--- src/rtl/tpl_pkg.sv ---
package tpl_pkg;
   typedef enum logic [3:0] {
      IDLE_RX     = 4'd0,
      RX_BYTE     = 4'd1,
      TOKEN_ACK   = 4'd2,
      TURNAROUND  = 4'd3,
      TX_STROBE   = 4'd4,
      TX_WAIT_RDY = 4'd5,
      TX_DONE     = 4'd6,
      TOKEN_GIVE  = 4'd7,
      RX_RESUME   = 4'd8
   } tpl_state_e;
endpackage

--- src/rtl/tpl_sync.sv ---
module tpl_sync #(
   parameter int W = 1,
   parameter int STAGES = 2,
   parameter logic [W-1:0] RST_VAL = '0
) (
   input  logic         clk,
   input  logic         rst,
   input  logic [W-1:0] d,
   output logic [W-1:0] q
);
   logic [W-1:0] stage [STAGES];

   generate
      if (STAGES < 2) begin : g_bad_stages
         $error("tpl_sync: STAGES must be at least 2");
      end
      for (genvar i = 0; i < STAGES; i++) begin : g_stage
         always_ff @(posedge clk) begin
            if (rst) stage[i] <= RST_VAL;
            else if (i == 0) stage[i] <= d;
            else stage[i] <= stage[(i > 0) ? i-1 : 0];
         end
      end
   endgenerate

   assign q = stage[STAGES-1];
endmodule

--- src/rtl/tpl_ctrl.sv ---
module tpl_ctrl
   import tpl_pkg::*;
#(
   parameter int DATA_W = 8,
   parameter int GAP_CYC = 1
) (
   input  logic              clk,
   input  logic              rst,
   input  logic              stb_s,
   input  logic              ack_s,
   input  logic              rdy_s,
   input  logic              req_s,
   input  logic [DATA_W-1:0] dat_s,
   input  logic              tx_valid,
   input  logic [DATA_W-1:0] tx_data,
   output tpl_state_e        state,
   output logic              rx_valid,
   output logic [DATA_W-1:0] rx_data,
   output logic              tx_taken,
   output logic [DATA_W-1:0] tx_byte
);
   localparam int GW = $clog2(GAP_CYC + 1);
   localparam logic [GW-1:0] GAP_LAST = GW'(GAP_CYC - 1);

   tpl_state_e nxt;
   logic [GW-1:0] gap_cnt;
   logic          load_tx, load_rx;

   generate
      if (GAP_CYC < 1) begin : g_bad_gap
         $error("tpl_ctrl: GAP_CYC must be at least 1");
      end
   endgenerate

   always_comb begin
      nxt     = state;
      load_tx = 1'b0;
      load_rx = 1'b0;
      unique case (state)
         IDLE_RX: begin
            if (!stb_s) begin
               nxt = RX_BYTE;
               load_rx = 1'b1;
            end else if (tx_valid && !ack_s) begin
               nxt = TOKEN_ACK;
            end
         end
         RX_BYTE:    if (stb_s) nxt = IDLE_RX;
         TOKEN_ACK:  nxt = TURNAROUND;
         TURNAROUND: begin
            if (gap_cnt == GAP_LAST) begin
               if (tx_valid) begin
                  nxt = TX_STROBE;
                  load_tx = 1'b1;
               end else begin
                  nxt = TX_DONE;
               end
            end
         end
         TX_STROBE:   nxt = TX_WAIT_RDY;
         TX_WAIT_RDY: if (!rdy_s) nxt = TX_DONE;
         TX_DONE: begin
            if (rdy_s) begin
               if (tx_valid) begin
                  nxt = TX_STROBE;
                  load_tx = 1'b1;
               end else if (!req_s) begin
                  nxt = TOKEN_GIVE;
               end
            end
         end
         TOKEN_GIVE: if (req_s) nxt = RX_RESUME;
         RX_RESUME:  nxt = IDLE_RX;
         default:    nxt = IDLE_RX;
      endcase
   end

   always_ff @(posedge clk) begin
      if (rst) begin
         state    <= IDLE_RX;
         gap_cnt  <= '0;
         rx_valid <= 1'b0;
         rx_data  <= '0;
         tx_taken <= 1'b0;
         tx_byte  <= '0;
      end else begin
         state    <= nxt;
         gap_cnt  <= (state == TURNAROUND && nxt == TURNAROUND) ? gap_cnt + 1'b1 : '0;
         rx_valid <= load_rx;
         tx_taken <= load_tx;
         if (load_rx) rx_data <= dat_s;
         if (load_tx) tx_byte <= tx_data;
      end
   end


   rx_pulse_chk: assert property (@(posedge clk) disable iff (rst)
      rx_valid |=> !rx_valid);
endmodule

--- src/rtl/tpl_pad.sv ---
module tpl_pad
   import tpl_pkg::*;
#(
   parameter int DATA_W = 8
) (
   input  tpl_state_e        state,
   input  logic              tx_valid,
   input  logic [DATA_W-1:0] tx_byte,
   output logic              req_o,
   output logic              req_oe,
   output logic              rdy_o,
   output logic              rdy_oe,
   output logic              ack_o,
   output logic              ack_oe,
   output logic              stb_o,
   output logic              stb_oe,
   output logic [DATA_W-1:0] dat_o,
   output logic              dat_oe
);
   always_comb begin
      req_o = 1'b1; req_oe = 1'b0;
      rdy_o = 1'b1; rdy_oe = 1'b0;
      ack_o = 1'b1; ack_oe = 1'b0;
      stb_o = 1'b1; stb_oe = 1'b0;
      dat_o = tx_byte; dat_oe = 1'b0;
      unique case (state)
         IDLE_RX: begin
            req_oe = 1'b1; req_o = ~tx_valid;
            rdy_oe = 1'b1;
         end
         RX_BYTE: begin
            req_oe = 1'b1;
            rdy_oe = 1'b1; rdy_o = 1'b0;
         end
         TOKEN_ACK: begin
            req_oe = 1'b1;
            rdy_oe = 1'b1;
         end
         TURNAROUND: begin
            ack_oe = 1'b1;
            stb_oe = 1'b1;
         end
         TX_STROBE, TX_DONE: begin
            ack_oe = 1'b1;
            stb_oe = 1'b1;
            dat_oe = 1'b1;
         end
         TX_WAIT_RDY: begin
            ack_oe = 1'b1;
            stb_oe = 1'b1; stb_o = 1'b0;
            dat_oe = 1'b1;
         end
         TOKEN_GIVE: begin
            ack_oe = 1'b1; ack_o = 1'b0;
            stb_oe = 1'b1;
         end
         default: ;
      endcase
   end
endmodule

--- src/rtl/tpl_link_port.sv ---
module tpl_link_port
   import tpl_pkg::*;
#(
   parameter int DATA_W = 8,
   parameter int SYNC_STAGES = 2,
   parameter int GAP_CYC = 1
) (
   input  logic              clk,
   input  logic              rst,
   input  logic              lnk_req_i,
   input  logic              lnk_rdy_i,
   input  logic              lnk_ack_i,
   input  logic              lnk_stb_i,
   input  logic [DATA_W-1:0] lnk_dat_i,
   output logic              lnk_req_o,
   output logic              lnk_req_oe,
   output logic              lnk_rdy_o,
   output logic              lnk_rdy_oe,
   output logic              lnk_ack_o,
   output logic              lnk_ack_oe,
   output logic              lnk_stb_o,
   output logic              lnk_stb_oe,
   output logic [DATA_W-1:0] lnk_dat_o,
   output logic              lnk_dat_oe,
   input  logic              tx_valid,
   input  logic [DATA_W-1:0] tx_data,
   output logic              tx_taken,
   output logic              rx_valid,
   output logic [DATA_W-1:0] rx_data
);
   localparam int CW = 4;

   logic [CW-1:0]     ctl_s;
   logic [DATA_W-1:0] dat_s;
   logic [DATA_W-1:0] tx_byte;
   tpl_state_e        state;

   generate
      if (DATA_W < 1) begin : g_bad_width
         $error("tpl_link_port: DATA_W must be positive");
      end
   endgenerate

   tpl_sync #(.W(CW), .STAGES(SYNC_STAGES), .RST_VAL('1)) u_ctl_sync (
      .clk(clk), .rst(rst),
      .d({lnk_req_i, lnk_rdy_i, lnk_ack_i, lnk_stb_i}),
      .q(ctl_s)
   );

   tpl_sync #(.W(DATA_W), .STAGES(SYNC_STAGES), .RST_VAL('0)) u_dat_sync (
      .clk(clk), .rst(rst), .d(lnk_dat_i), .q(dat_s)
   );

   tpl_ctrl #(.DATA_W(DATA_W), .GAP_CYC(GAP_CYC)) u_ctrl (
      .clk(clk), .rst(rst),
      .stb_s(ctl_s[0]), .ack_s(ctl_s[1]), .rdy_s(ctl_s[2]), .req_s(ctl_s[3]),
      .dat_s(dat_s), .tx_valid(tx_valid), .tx_data(tx_data),
      .state(state), .rx_valid(rx_valid), .rx_data(rx_data),
      .tx_taken(tx_taken), .tx_byte(tx_byte)
   );

   tpl_pad #(.DATA_W(DATA_W)) u_pad (
      .state(state), .tx_valid(tx_valid), .tx_byte(tx_byte),
      .req_o(lnk_req_o), .req_oe(lnk_req_oe),
      .rdy_o(lnk_rdy_o), .rdy_oe(lnk_rdy_oe),
      .ack_o(lnk_ack_o), .ack_oe(lnk_ack_oe),
      .stb_o(lnk_stb_o), .stb_oe(lnk_stb_oe),
      .dat_o(lnk_dat_o), .dat_oe(lnk_dat_oe)
   );


   req_ack_excl_chk: assert property (@(posedge clk) disable iff (rst)
      !(lnk_req_oe && lnk_ack_oe));


   rdy_dat_excl_chk: assert property (@(posedge clk) disable iff (rst)
      !(lnk_rdy_oe && lnk_dat_oe));


   dat_gap_chk: assert property (@(posedge clk) disable iff (rst)
      $rose(lnk_dat_oe) |-> ($past(lnk_ack_oe) && !$past(lnk_req_oe) && !$past(lnk_dat_oe)));


   byte_hold_chk: assert property (@(posedge clk) disable iff (rst)
      (lnk_stb_oe && !lnk_stb_o && ctl_s[2]) |=> $stable(lnk_dat_o));


   rx_rdy_chk: assert property (@(posedge clk) disable iff (rst)
      $rose(rx_valid) |-> !lnk_rdy_o);


   give_release_chk: assert property (@(posedge clk) disable iff (rst)
      (lnk_ack_oe && !lnk_ack_o) |-> !lnk_dat_oe);
endmodule

--- config.mk ---
export PLATFORM = sky130hd
export DESIGN_NAME = tpl_link_port
export DESIGN_NICKNAME = d
export VERILOG_FILES = /design/src/rtl/tpl_pkg.sv /design/src/rtl/tpl_sync.sv /design/src/rtl/tpl_ctrl.sv /design/src/rtl/tpl_pad.sv /design/src/rtl/tpl_link_port.sv
export SDC_FILE = /design/constraint.sdc
export NUM_CORES = 1
export LEC_CHECK = 0
export ABC_AREA = 0
export CAP_MARGIN = 40
export CORE_MARGIN = 1.5
export CORE_UTILIZATION = 46
export CTS_CLUSTER_SIZE = 25
export DETAILED_ROUTE_END_ITERATION = 7
export GPL_ROUTABILITY_DRIVEN = 0
export HOLD_SLACK_MARGIN = 0.02
export PLACE_DENSITY = 0.78
export SLEW_MARGIN = 30
export SYNTH_ARGS = -nofsm -noshare
export SYNTH_HDL_FRONTEND = slang
export SYNTH_SLANG_ARGS = --single-unit
--- constraint.sdc ---
create_clock -name clk -period 1.7 [get_ports clk]
set_input_delay 0.425 -clock clk [delete_from_list [all_inputs] [get_ports clk]]
set_output_delay 0.425 -clock clk [all_outputs]
set_load 0.02 [all_outputs]
# [Yosys cells after proc, flatten, opt, wreduce, memory -nomap -nowiden]
# Memories as Yosys holds them, arrays and structs flattened. A register that Yosys moved wholly into a read port is not among the register bits.
# Cells that the tools add are included.
# W data, S select, Z words.
[word_totals] register_bits=15 ram_bits=24 inputBits=23 memories=2
[memory_table] name="u_dat_sync.stage" depth=2 word_bits=8 read_ports=2 rd_clocked_by_memory_dff=1 write_ports=2 line="tpl_sync.sv:11" source="logic [W-1:0] stage [STAGES];"
[memory_table] name="u_ctl_sync.stage" depth=2 word_bits=4 read_ports=2 rd_clocked_by_memory_dff=0 write_ports=2 line="tpl_sync.sv:11"
[op_classes] n_addsub=1 eq_ne=8 mux=31 bitwise_logic=6 reduce_logical=8
[ops] operator="$mux W4" count=11
[ops] operator="$pmux W4 S8" count=1
[ops] operator="$eq A4 B3 Y1 const B" count=4
[ops] operator="$mux W8" count=2
[ops] operator="$mux W1" count=15
[ops] operator="$eq A4 B2 Y1 const B" count=3
[ops] operator="$reduce_or A3 Y1" count=2
[ops] operator="$reduce_or A5 Y1" count=1
[ops] operator="$eq A4 B1 Y1 const B" count=1
[ops] operator="$logic_not A4 Y1" count=1
[ops] operator="$or A1 B1 Y1" count=4
[ops] operator="$logic_and A1 B1 Y1" count=2
[ops] operator="$mux W2" count=1
[ops] operator="$not A1 Y1" count=2
[ops] operator="$pmux W1 S2" count=1
[ops] operator="$reduce_or A2 Y1" count=1
[ops] operator="$add A1 B1 Y1 const B" count=1
[ops] operator="$logic_not A1 Y1" count=1

# [Logic depth before layout (Yosys ltp)]
# Gate-level depths: netlist of run 1.
# An unclocked memory read counts as a cell.
[logic_depth] depth_word=10 ltp_mapped=6 ltp_nobuf=4

# [By module]
# Synthesis of run 1 repeated with hierarchy kept, for this count alone.
[hier_totals] hier_cells=164 hier_area_um2=1754.2
[by_module_without_submodules] mod="tpl_ctrl" instances=1 cells_per_inst=95 area_each_um2=942.2
[by_module_without_submodules] mod="tpl_sync (u_dat_sync)" instances=1 cells_per_inst=33 area_each_um2=464.2
[by_module_without_submodules] mod="tpl_sync (u_ctl_sync)" instances=1 cells_per_inst=16 area_each_um2=210.2
[by_module_without_submodules] mod="tpl_pad" instances=1 cells_per_inst=20 area_each_um2=137.6

# [Worst setup path after synthesis of run 1]
# No wires, ideal clock.
[synth_timing] path_kind="register -> output" start="register u_ctrl.state[1]" end="output port lnk_req_oe" arrival_ps=1519 required_time_ps=1275 path_slack_ps=-244 stages_incl_launch_ff=6 n_path_buf=3 path_cell_list="dfxtp_1 buf_2 and2_1 clkbuf_1 nor3_1 buf_4"
[synth_via] elab_chain_len=3 elab_cells_between_ends=5 cone_classes="2 x eq/ne; 1 x mux; 2 x reduce/logical"
[synth_lines] item="start: declaration" line="tpl_ctrl.sv:16" source="output tpl_state_e state,"
[synth_lines] item="start signal: assignment" line="tpl_ctrl.sv:87" source="state <= nxt;"
[synth_lines] item="$eq A4 B2 Y1 (tied with other cells)"
[synth_lines] item="$reduce_or A3 Y1 (no source line) (*)"
[synth_lines] item="$mux W1 (*)"
[synth_lines] item="end: declaration" line="tpl_link_port.sv:16" source="output logic lnk_req_oe,"
# Every way passes the cells marked *; elsewhere a longest branch is shown, timed or not.

# [Final worst setup path of run 1]
[layout_timing] start="register u_ctrl.state[1]" end="output port lnk_req_o"
[layout_via] elab_chain_len=2
[layout_lines] item="$logic_not A4 Y1" line="tpl_pad.sv:26" source="unique case (state)"
[layout_lines] item="$mux W1" line="tpl_pad.sv:26"
[layout_lines] item="end: declaration" line="tpl_link_port.sv:15" source="output logic lnk_req_o,"
# No other way between the ends.

==> run metrics, run 1 <==
fin area 2350 um2; PD cells 765 nW/um2; clock share of power 26.7%; CP delay by family, top flip-flops; Filler Cells Inserted 274; antenna violations before repair 0; CORE AREA between 3000 and 4000 um2; area of the multi-input gates 704 um2; register area 948 um2; slowest CP cell dfxtp_2; CTS root buffer clkbuf_4; first-pass GRT wire length roughly 5300 um; CP Buf/Inv Count 2; Starting Density 49.0%; HP Class register to register; placed cell area approximately 2300 um2; Avg WL per Cell between 10 and 15 um; Achievable Freq ~590 MHz; Core Util, Final between 60 and 70%; Worst-Skew Late Latency ~0.35 ns; gr usage total 16.9%; switching pwr between 0.4 and 0.5 mW; antenna diode count 0; Tcrit/Tclk final 99.3%; crit-path max cell delay around 0.34 ns; Port Buffers a little under 50; Reg power frac a little under two thirds; cells after synthesis about 160; crit-path cells buf_4, nor2_2, nand3_1, buf_4; pre-CTS setup slack -0.281 ns; syn_area_per_cell ~11 um2; # rows 21; die span in y 63.3 um; reg2reg end u_ctrl.rx_data[3]; gr ovfl total 0; VDD IR max about 0.00057 V; switching part of the total around 22%; worst hold start u_ctl_sync.stage[0][1]; combinational cell fraction of total power a little under a tenth; crit path time final roughly 1.7 ns; critical path class register to primary output; leak pwr roughly 0.97 nW; clock skew about 0.006 ns; Mapped Nets between 150 and 200; # DRC 0; most frequent CP cell buf_4; mapped cell area ~1700 um2; Worst Setup Start Kind register; Hold Path Sink u_ctl_sync.stage[1][1]; status complete, no violations; Nets about 240; Total Wirelength approximately 3200 um; DPL Wire Length between 2000 and 2500 um; via count 1272; CP Max Fanout 9; post-synth cell types 31; R2R depth 5; area grow syn2layout 40.3%; YS warnings 0; unrepaired setup endpoints after global routing yes; Vias/cell between 4 and 5; R2R Path Start u_ctrl.state[3]; final number of hold-violating endpoints 0; Pint between 1 and 1.5 mW; Reg clk slew, reported paths roughly 0.12 ns; DRT antenna net count 0; die area about 4000 um2; Final WS setup about 0.012 ns; Hold-fix buffers, CTS 0; required time of the worst setup path around 1.3 ns; Final Slew Violations 0; Worst Setup End Kind primary output; IO Count 50; largest net degree at the start of global routing 28; drt pass-1 iters 4; register bit total from synthesis between 40 and 50; endpoints failing setup 0; max cap viols 0; Non-Filler Instances 267; CTS Sinks 47; Final Power roughly 1.8 mW; FF-to-FF setup slack 0.03 ns; vias in the first global route roughly 1300; placed insts between 200 and 300; CP arrival approximately 1.3 ns; H-Tree Depth 2; TritonCTS Buffers 5; sequential element share of the synthesized area 56.2%; clk buf depth 2; hold depth 1; 1st-iter DRT viols 53; share of cells above drive strength 1 28.5%; Die X-Extent between 60 and 70 um; TritonCTS clock tree done
[layout make-up]
type | instances | share of cell area (%)
Inverter | 1 | 0.160
Clock buffer | 7 | 1.92
Sequential cell | 47 | 40.4
Tap cell | 46 | 2.45
Multi-Input combinational cell | 100 | 30.0
Clock inverter | 1 | 0.213
Timing Repair Buffer | 65 | 24.9
[through the flow]
stage          hold WS, ns  setup TNS [ns]
5_1_grt              0.439          -0.125
6_report             0.421               0
4_1_cts              0.426         -0.0234
2_1_floorplan        0.389               0
3_5_place_dp         0.393           -1.70
3_3_place_gp         0.393           -1.21
[power groups by stage]
| stage | registers [mW] | clock network, mW | logic [mW] |
|---|---|---|---|
| 3_3_place_gp | 1.17 | 0 | 0.164 |
| 6_report | 1.15 | 0.480 | 0.172 |
| 5_1_grt | 1.15 | 0.544 | 0.185 |
| 3_5_place_dp | 1.17 | 0 | 0.170 |
| 4_1_cts | 1.15 | 0.497 | 0.166 |
| 2_1_floorplan | 1.17 | 0 | 0.0814 |
[cells in the final DEF (no fill, tap or decap), types with 2 or more instances in the layout]
master	instances
buf_6	4
mux2i_1	16
or2_2	9
buf_4	14
nor2_2	12
clkdlybuf4s50_1	22
a21oi_1	3
clkbuf_4	5
nor3_1	2
dlygate4sd2_1	18
nand2_1	5
buf_2	5
o21ai_0	2
dfxtp_2	3
nor2b_1	18
nor2b_4	2
dfxtp_1	43
nand3b_1	4
nor3b_1	2
clkbuf_1	2
a31oi_1	2
nor2_1	10
[cell families (layout without fill, tap and decap cells)]
| group | count (synthesis) | in the layout | share of synthesized area [%] |
|---|---|---|---|
| xor+xnor | 1 | 1 | 0.523 |
| simple gates | 70 | 70 | 24.7 |
| mux | 16 | 16 | 9.57 |
| compound gates | 12 | 12 | 5.08 |
| flops | 47 | 47 | 56.2 |
| other cells | 1 | 1 | 0.224 |
| buf+inv | 12 | 74 | 3.66 |
[metal layers]
metal	global-route usage [%]	routed length [um]	vias to the layer above
met5	0	0	-
met4	10.3	85	0
met3	4.64	180	9
met2	30.5	1590	49
met1	17.1	1320	578
li1	-	-	636
[worst max-delay path by stage]
stage | from | endpoint | slack (ns) | cells after the start
finish | u_ctrl.state[1] | lnk_req_o | 0.01 | 4
global placement | tx_valid | lnk_req_o | -0.23 | 3
CTS | u_ctrl.state[3] | lnk_stb_o | -0.02 | 4
floorplan | u_ctrl.state[1] | lnk_req_oe | 0.01 | 5
detailed placement | tx_valid | lnk_req_o | -0.28 | 3
global route | u_ctrl.state[1] | lnk_req_o | -0.03 | 4
[flip-flops by register name (all words and copies together) (netlist names)]
name / cells
u_dat_sync.stage: 16
u_ctl_sync.stage: 8
u_ctrl.gap_cnt: 1
u_ctrl.tx_byte: 8
u_ctrl.state: 4
u_ctrl.rx_data: 8
u_ctrl.tx_taken: 1
u_ctrl.rx_valid: 1
[cell usage after synthesis]
master     n  share of area [%]
a211oi_1   1               0.45
a21o_1     1               0.45
a21oi_1    3               0.90
a21oi_4    1               0.97
a311oi_1   1               0.52
a31oi_1    2               0.75
and2_1     1               0.37
buf_1      1               0.22
buf_2      1               0.30
buf_4      2               0.90
buf_6      1               0.67
clkbuf_1   6                1.3
conb_1     1               0.22
dfxtp_1   47                 56
inv_1      1               0.22
mux2i_1   16                9.6
nand2_1    5                1.1
nand3_1    1               0.30
nand3b_1   4                1.8
nor2_1    14                3.1
nor2_2     8                3.0
nor2_8     1                1.2
nor2b_1   20                7.5
nor3_1     3               0.90
nor3b_1    2               0.90
o21ai_0    2               0.60
o31ai_1    1               0.45
or2_2      9                3.4
or3b_1     1               0.52
or4_4      1               0.67
xnor2_1    1               0.52
[what timing repair did]
| item | 4_1_cts | 5_1_grt |
|---|---|---|
| gates resized for setup | 59 | 15 |
| pin swaps | 0 | 3 |
| endpoints found under the setup margin | 33 | 16 |
| setup buffers | 0 | 2 |
Note: power is estimated with default switching activity, not from simulation.
==> run 2: changes to the inputs <==
HOLD_SLACK_MARGIN = 0.12   (was 0.02)
==> results of run 2 <==
No change in the layout: final DEF, timing and power equal those of run 1.
